<file path="src/rtl/page_err_report.sv">
module page_err_report #(
  parameter int ERR_W = 8,
  parameter int CW_W  = 8
) (
  input  logic             clk,
  input  logic             rst_n,
  input  logic             page_start,
  input  logic [CW_W-1:0]  cw_total,
  input  logic             cw_valid,
  input  logic [ERR_W-1:0] cw_errs,
  input  logic             cw_fail,
  input  logic             byte_valid,
  input  logic [7:0]       byte_data,
  output logic [15:0]      report,
  output logic             page_empty,
  output logic             report_done
);
  localparam int FLD_W = 6;
  localparam logic [FLD_W-1:0] FLD_MAX = '1;

  logic            active;
  logic [CW_W-1:0] idx, total;
  logic [FLD_W-1:0] cnt0, maxn, sat;
  logic            ok0, okn, empty, done;
  logic            last;

  assign sat  = (cw_errs > ERR_W'(FLD_MAX)) ? FLD_MAX : cw_errs[FLD_W-1:0];
  assign last = ({1'b0, idx} + 1'b1) == {1'b0, total};

  always_ff @(posedge clk) begin
    if (!rst_n) begin
      active <= 1'b0;
      idx    <= '0;
      total  <= '0;
      cnt0   <= '0;
      maxn   <= '0;
      ok0    <= 1'b1;
      okn    <= 1'b1;
      empty  <= 1'b1;
      done   <= 1'b0;
    end else begin
      done <= 1'b0;
      if (page_start) begin
        active <= (cw_total != '0);
        idx    <= '0;
        total  <= cw_total;
        cnt0   <= '0;
        maxn   <= '0;
        ok0    <= 1'b1;
        okn    <= 1'b1;
        empty  <= 1'b1;
        done   <= (cw_total == '0);
      end else if (active) begin
        if (byte_valid && byte_data != 8'hFF) empty <= 1'b0;
        if (cw_valid) begin
          if (idx == '0) begin
            cnt0 <= sat;
            ok0  <= ~cw_fail;
          end else begin
            if (sat > maxn) maxn <= sat;
            if (cw_fail) okn <= 1'b0;
          end
          idx <= idx + 1'b1;
          if (last) begin
            active <= 1'b0;
            done   <= 1'b1;
          end
        end
      end
    end
  end

  assign report      = {okn, 1'b0, maxn, ok0, 1'b0, cnt0};
  assign page_empty  = empty;
  assign report_done = done;


  start_clear_chk: assert property (@(posedge clk) disable iff (!rst_n)
    page_start |=> (report == 16'h8080 && page_empty));

  done_pulse_chk: assert property (@(posedge clk) disable iff (!rst_n)
    (report_done && !page_start) |=> !report_done);

  max_grow_chk: assert property (@(posedge clk) disable iff (!rst_n)
    !page_start |=> report[13:8] >= $past(report[13:8]));

  okn_sticky_chk: assert property (@(posedge clk) disable iff (!rst_n)
    (!page_start && !report[15]) |=> !report[15]);

  empty_sticky_chk: assert property (@(posedge clk) disable iff (!rst_n)
    (!page_start && !page_empty) |=> !page_empty);

  quiet_stable_chk: assert property (@(posedge clk) disable iff (!rst_n)
    (!page_start && !cw_valid) |=> $stable(report));
endmodule

</file>
<file path="config.mk">
export PLATFORM = sky130hd
export DESIGN_NAME = page_err_report
export DESIGN_NICKNAME = d
export VERILOG_FILES = /design/src/rtl/page_err_report.sv
export SDC_FILE = /design/constraint.sdc
export NUM_CORES = 1
export LEC_CHECK = 0
export BUFFER_PORTS_ARGS = -buffer_cell sky130_fd_sc_hd__buf_2
export CORE_ASPECT_RATIO = 0.6
export CORE_MARGIN = 1.5
export CORE_UTILIZATION = 30
export CTS_CLUSTER_DIAMETER = 30
export DETAILED_ROUTE_END_ITERATION = 10
export SYNTH_ARGS = -nofsm -noshare
export SYNTH_HDL_FRONTEND = slang
export SYNTH_SLANG_ARGS = --single-unit
</file>
<file path="constraint.sdc">
create_clock -name clk -period 1.8 [get_ports clk]
set_input_delay 0.27 -clock clk [delete_from_list [all_inputs] [get_ports clk]]
set_output_delay 0.27 -clock clk [all_outputs]
set_load 0.03 [all_outputs]
</file>
### After elaboration in Yosys (flattened, before gate mapping)

Cells that the tools add are included.

* register bits after elaboration: 33
* input bits: 30
* output and inout port bits: 18
* logic and storage cells: 37

* reductions and logical operators: 10
* order comparisons: 2
* bitwise logic cells: 3
* add/subtract/negate cells: 2
* mux-type cells: 9
* eq/ne operators: 2

Operators with widths (number)
* logical NOT 8 bit: 2
* adder 8 x 1 -> 9 bit (second input constant): 1
* equality test 9 x 8 -> 1 bit: 1
* adder 8 x 1 -> 8 bit (second input constant): 1
* > comparator 8 x 6 -> 1 bit (second input constant): 1
* 2-to-1 mux 1 bit: 8
* != test 8 bit (second input constant): 1
* AND reduction 4 bit: 2
* nonzero test 8 bit: 1
* > comparator 6 bit: 1
* 2-to-1 mux 6 bit: 1
* AND reduction 2 bit: 2
* inverter 1 bit: 3
* AND reduction 3 bit: 1
* OR reduction 2 bit: 1
* logical AND 1 bit: 1

### Logic depth before layout (Yosys ltp)

* word-level depth: 6
* mapped depth: 7
* gate-level depth less buffers: 7

### Worst setup path before layout

No wires, ideal clock.

* path kind: in2reg
* start: input cw_errs[6]
* end: register maxn[0]
* data arrival time: 1.846 ns
* buffers on the path: 0
* setup slack: -0.137 ns
* stages on the path: 6
* setup time: 0.091 ns
* required time: 1.709 ns
* path through: or3_1 -> ha_1 -> nand4_1 -> o221ai_1 -> a21oi_1 -> a311oi_1

* longest elaborated chain between the ends: 4

Ends and longest elaborated chain
* start, declared: RTL line 10 `input logic [ERR_W-1:0] cw_errs,`
* > comparator 8 x 6 -> 1 bit *: RTL line 27 `assign sat = (cw_errs > ERR_W'(FLD_MAX)) ? FLD_MAX : cw_errs[FLD_W-1:0];`
* 2-to-1 mux 6 bit *: RTL line 27
* > comparator 6 bit: RTL line 60 `if (sat > maxn) maxn <= sat;`
* AND reduction 4 bit (no line)
* end signal, assigned: RTL line 60
* end, declared: RTL line 23 `logic [FLD_W-1:0] cnt0, maxn, sat;`

Every way passes the cells marked *; elsewhere a longest branch is shown, timed or not.
A chain may end at the register's enable or synchronous reset.

### Worst setup path after layout

* start: register idx[0]
* end: register active

* longest elaborated chain between the ends: 6

Ends and longest elaborated chain
* start, declared: RTL line 22 `logic [CW_W-1:0] idx, total;`
* start signal, assigned: RTL line 63 `idx <= idx + 1'b1;`
* adder 8 x 1 -> 9 bit: RTL line 28 `assign last = ({1'b0, idx} + 1'b1) == {1'b0, total};`
* equality test 9 x 8 -> 1 bit: RTL line 28
* 2-to-1 mux 1 bit: RTL line 64 `if (last) begin`
* 2-to-1 mux 1 bit: RTL line 55 `if (cw_valid) begin`
* 2-to-1 mux 1 bit: RTL line 53 `end else if (active) begin`
* 2-to-1 mux 1 bit: RTL line 43 `if (page_start) begin`
* end signal, assigned: RTL line 44 `active <= (cw_total != '0);`
* end, declared: RTL line 21 `logic active;`

Every way passes these cells.

==> impl_metrics.env <==
export IMPL_status="finished with violations"
export IMPL_violations="setup timing"
export IMPL_rows=21
export IMPL_syn_avg_cell_area_um2=8.616
export IMPL_cp_required_ns=1.95
export IMPL_final_cell_area_um2=2595
export IMPL_root_buffer="clkbuf_8"
export IMPL_maxCapViolCount=0
export IMPL_vias_per_cell=4.777
export IMPL_grt_pass1_wl_mm=7.790
export IMPL_synthDistinctLibCells=43
export IMPL_netlist_area_um2=1818
export IMPL_path_buf_inv=1
export IMPL_first_pass_iters=4
export IMPL_antenna_found_initial=0
export IMPL_dp_hpwl_mm=3.706
export IMPL_drtAntennaViolNets=0
export IMPL_io_pins=48
export IMPL_multiInputGateArea_um2=1212
export IMPL_final_common_cell="buf_2"
export IMPL_ir_worst_vdd_mv=0.2473
export IMPL_p_per_area_nw_per_um2=629.6
export IMPL_arrival_ns=1.95
export IMPL_layout_common_cells="buf_2 (45), buf_4 (32), dfxtp_1 (30)"
export IMPL_r2r_end="active"
export IMPL_hold_viol=0
export IMPL_initial_core_util_pct=31.89
export IMPL_wl_per_cell_um=13.61
export IMPL_path_class="reg2reg"
export IMPL_grt_use_met3_pct=4.865
export IMPL_placed_area_um2=2317
export IMPL_first_global_vias=1615
export IMPL_worst_slack_ns=-0.001161
export IMPL_cpLargestDelayFamily="simple AND/OR/NAND/NOR gates"
export IMPL_rsz0062_at_grt="true"
export IMPL_p_leak_nw=1.073
export IMPL_period_needed_ns=1.801
export IMPL_fp_dieH_um=63.30
export IMPL_drc=0
export IMPL_cts_made_buffers=5
export IMPL_holdPathEnd="total[4]"
export IMPL_coreArea_um2=5702
export IMPL_clock_skew_final_ns=0.01179
export IMPL_final_core_util_pct=45.51
export IMPL_routed_wl_mm=4.942
export IMPL_grt_overflow=0
export IMPL_cpPeakStageDelay_ns=0.37
export IMPL_ff2ff_setup_slack_ns=-0.001
export IMPL_critPathLaunchType="flip-flop"
export IMPL_fin_cells=363
export IMPL_fill_cells=542
export IMPL_cts_tree="built"
export IMPL_period_share_pct=100.1
export IMPL_hold_class="in2reg"
export IMPL_slew_viol_final=0
export IMPL_vias=1734
export IMPL_cts_buffer_depth=2
export IMPL_met2_usage_pct=20.67
export IMPL_min_from="cw_total[4]"
export IMPL_die_width_um=103.5
export IMPL_r2r_cells=7
export IMPL_cts_hold_buf=0
export IMPL_cts_sinks=33
export IMPL_crit_chain="ha_2 > buf_4 > xor3_1 > o22ai_2 > nand4_1 > nor4_4 > o22ai_1"
export IMPL_max_freq_mhz=555.2
export IMPL_fin_nets=320
export IMPL_hold_depth=3
export IMPL_num_antenna_cells=0
export IMPL_gp_congestion=0.9050
export IMPL_drt_initial_drc_count=80
export IMPL_grt_use_total_pct=14.94
export IMPL_area_growth_pct=42.74
export IMPL_cp_max_fo=4
export IMPL_seq_area_um2=666.9
export IMPL_place_ws_ns=-0.2855
export IMPL_ys_warn_count=0
export IMPL_ys_seq_elements=33
export IMPL_worstSkewPairLatency_ns=0.28
export IMPL_cts_max_level=2
export IMPL_slowest_stage="dfxtp_4"
export IMPL_synthCells=211
export IMPL_clkTransAtPathRegs_ns=0.07
export IMPL_ys_seq_area_share_pct=36.34
export IMPL_portBuffers=45
export IMPL_setup_viol=1
export IMPL_drive_gt1_share_pct=39.93
export IMPL_grt_util_met1_pct=22.22
export IMPL_place_inst=352
export IMPL_timing_rr_start="idx[0]"
export IMPL_grt_max_degree=21
export IMPL_top_usage_layer="met1"
export IMPL_die_area_um2=6552
export IMPL_whs_ns=0.2624
export IMPL_endpoint_kind="flip-flop"
cell usage after synthesis:
cell type | count | area share [%]
ha_1 | 8 | 5.5
xnor2_1 | 6 | 2.9
a311oi_2 | 1 | 0.83
buf_1 | 1 | 0.21
or3_1 | 8 | 2.8
nor2_1 | 14 | 2.9
nand3_1 | 4 | 1.1
nand2b_1 | 2 | 0.69
o22ai_1 | 2 | 0.69
o31ai_1 | 1 | 0.41
clkbuf_1 | 5 | 1.0
or4_1 | 1 | 0.41
or3b_1 | 1 | 0.48
a311oi_1 | 1 | 0.48
o211ai_1 | 1 | 0.41
mux2i_1 | 13 | 7.2
a21oi_1 | 11 | 3.0
nor2b_1 | 12 | 4.1
o221a_2 | 1 | 0.62
dfxtp_1 | 33 | 36
o21ai_0 | 6 | 1.7
nor3_1 | 16 | 4.4
a211o_1 | 1 | 0.48
a221oi_1 | 1 | 0.48
buf_2 | 4 | 1.1
nand2_1 | 11 | 2.3
buf_4 | 4 | 1.7
nor4_2 | 2 | 1.4
inv_1 | 13 | 2.7
a32o_1 | 1 | 0.55
o21a_1 | 1 | 0.41
o221ai_1 | 1 | 0.48
nand4_2 | 1 | 0.69
conb_1 | 1 | 0.21
o21ai_1 | 1 | 0.28
o21bai_1 | 1 | 0.41
xor3_1 | 1 | 1.3
and4_1 | 1 | 0.48
nor4_1 | 2 | 0.69
a31oi_1 | 2 | 0.69
nand4_1 | 6 | 2.1
xor2_1 | 4 | 1.9
a21o_1 | 4 | 1.7
repair_timing:
item	CTS	global route
pin swaps	2	10
resized for setup	2	25
setup endpoints to repair	2	13
buffers inserted	2	1
flip-flops by register name, summed over array words and instances, names as in the netlist:
signal and cells:
page_empty 1, okn 1, maxn 6, ok0 1, total 8, idx 8, report_done 1, cnt0 6
active 1
per-stage QoR:
step	setup TNS (ns)	total power [mW]
floorplan	0	0.9185
global placement	-1.280	1.003
detailed placement	-1.502	1.006
CTS	0	1.631
global route	-0.1985	1.719
finish	-0.001161	1.634
worst max-delay path by stage:
stage	startpoint	endpoint	slack [ns]	cells after the start
after floorplan	cw_errs[6]	maxn[0]	0.006	6
after global placement	cw_errs[6]	maxn[0]	-0.22	7
after detailed placement	cw_errs[6]	maxn[0]	-0.29	7
after CTS	idx[0]	report_done	0.008	6
after global routing	idx[0]	active	-0.09	7
final	idx[0]	active	-0.001	7
worst min-delay path, cell delays in order:
cell and delay (ns):
buf_2 0.09, mux2i_1 0.06, nor2b_1 0.09
layout make-up:
| cell class | count | share of cell area (%) |
|---|---|---|
| tap | 80 | 3.857 |
| clock buffer | 7 | 3.713 |
| timing repair buffer | 77 | 17.94 |
| multi-input combinational | 152 | 46.72 |
| sequential | 33 | 25.70 |
| clock inverter | 1 | 0.1929 |
| inverter | 13 | 1.880 |
layer usage:
metal / share of wire, % / routed length (um)
met1: 52 / 2591
met5: 0 / 0
met3: 6.5 / 320
met2: 41 / 2013
met4: 0.34 / 17
cell families (layout without fill, tap and decap cells):
kind of cell    after synthesis  after routing  share of synthesized area [%]
flops                        33             33                          36.34
fa+ha+maj                     8              8                          5.506
simple gates                 81             81                          24.43
other cells                   1              2                         0.2063
compound gates               37             37                          13.56
buf+inv                      27             98                          6.676
mux                          13             13                          7.157
xor+xnor                     11             11                          6.125
power breakdown:
part	leakage (nW)	switching [mW]	internal (mW)
logic	0.749	0.132	0.116
clock network	0.0542	0.271	0.346
registers	0.270	0.0193	0.750
Note: power is estimated with default switching activity, not from simulation.
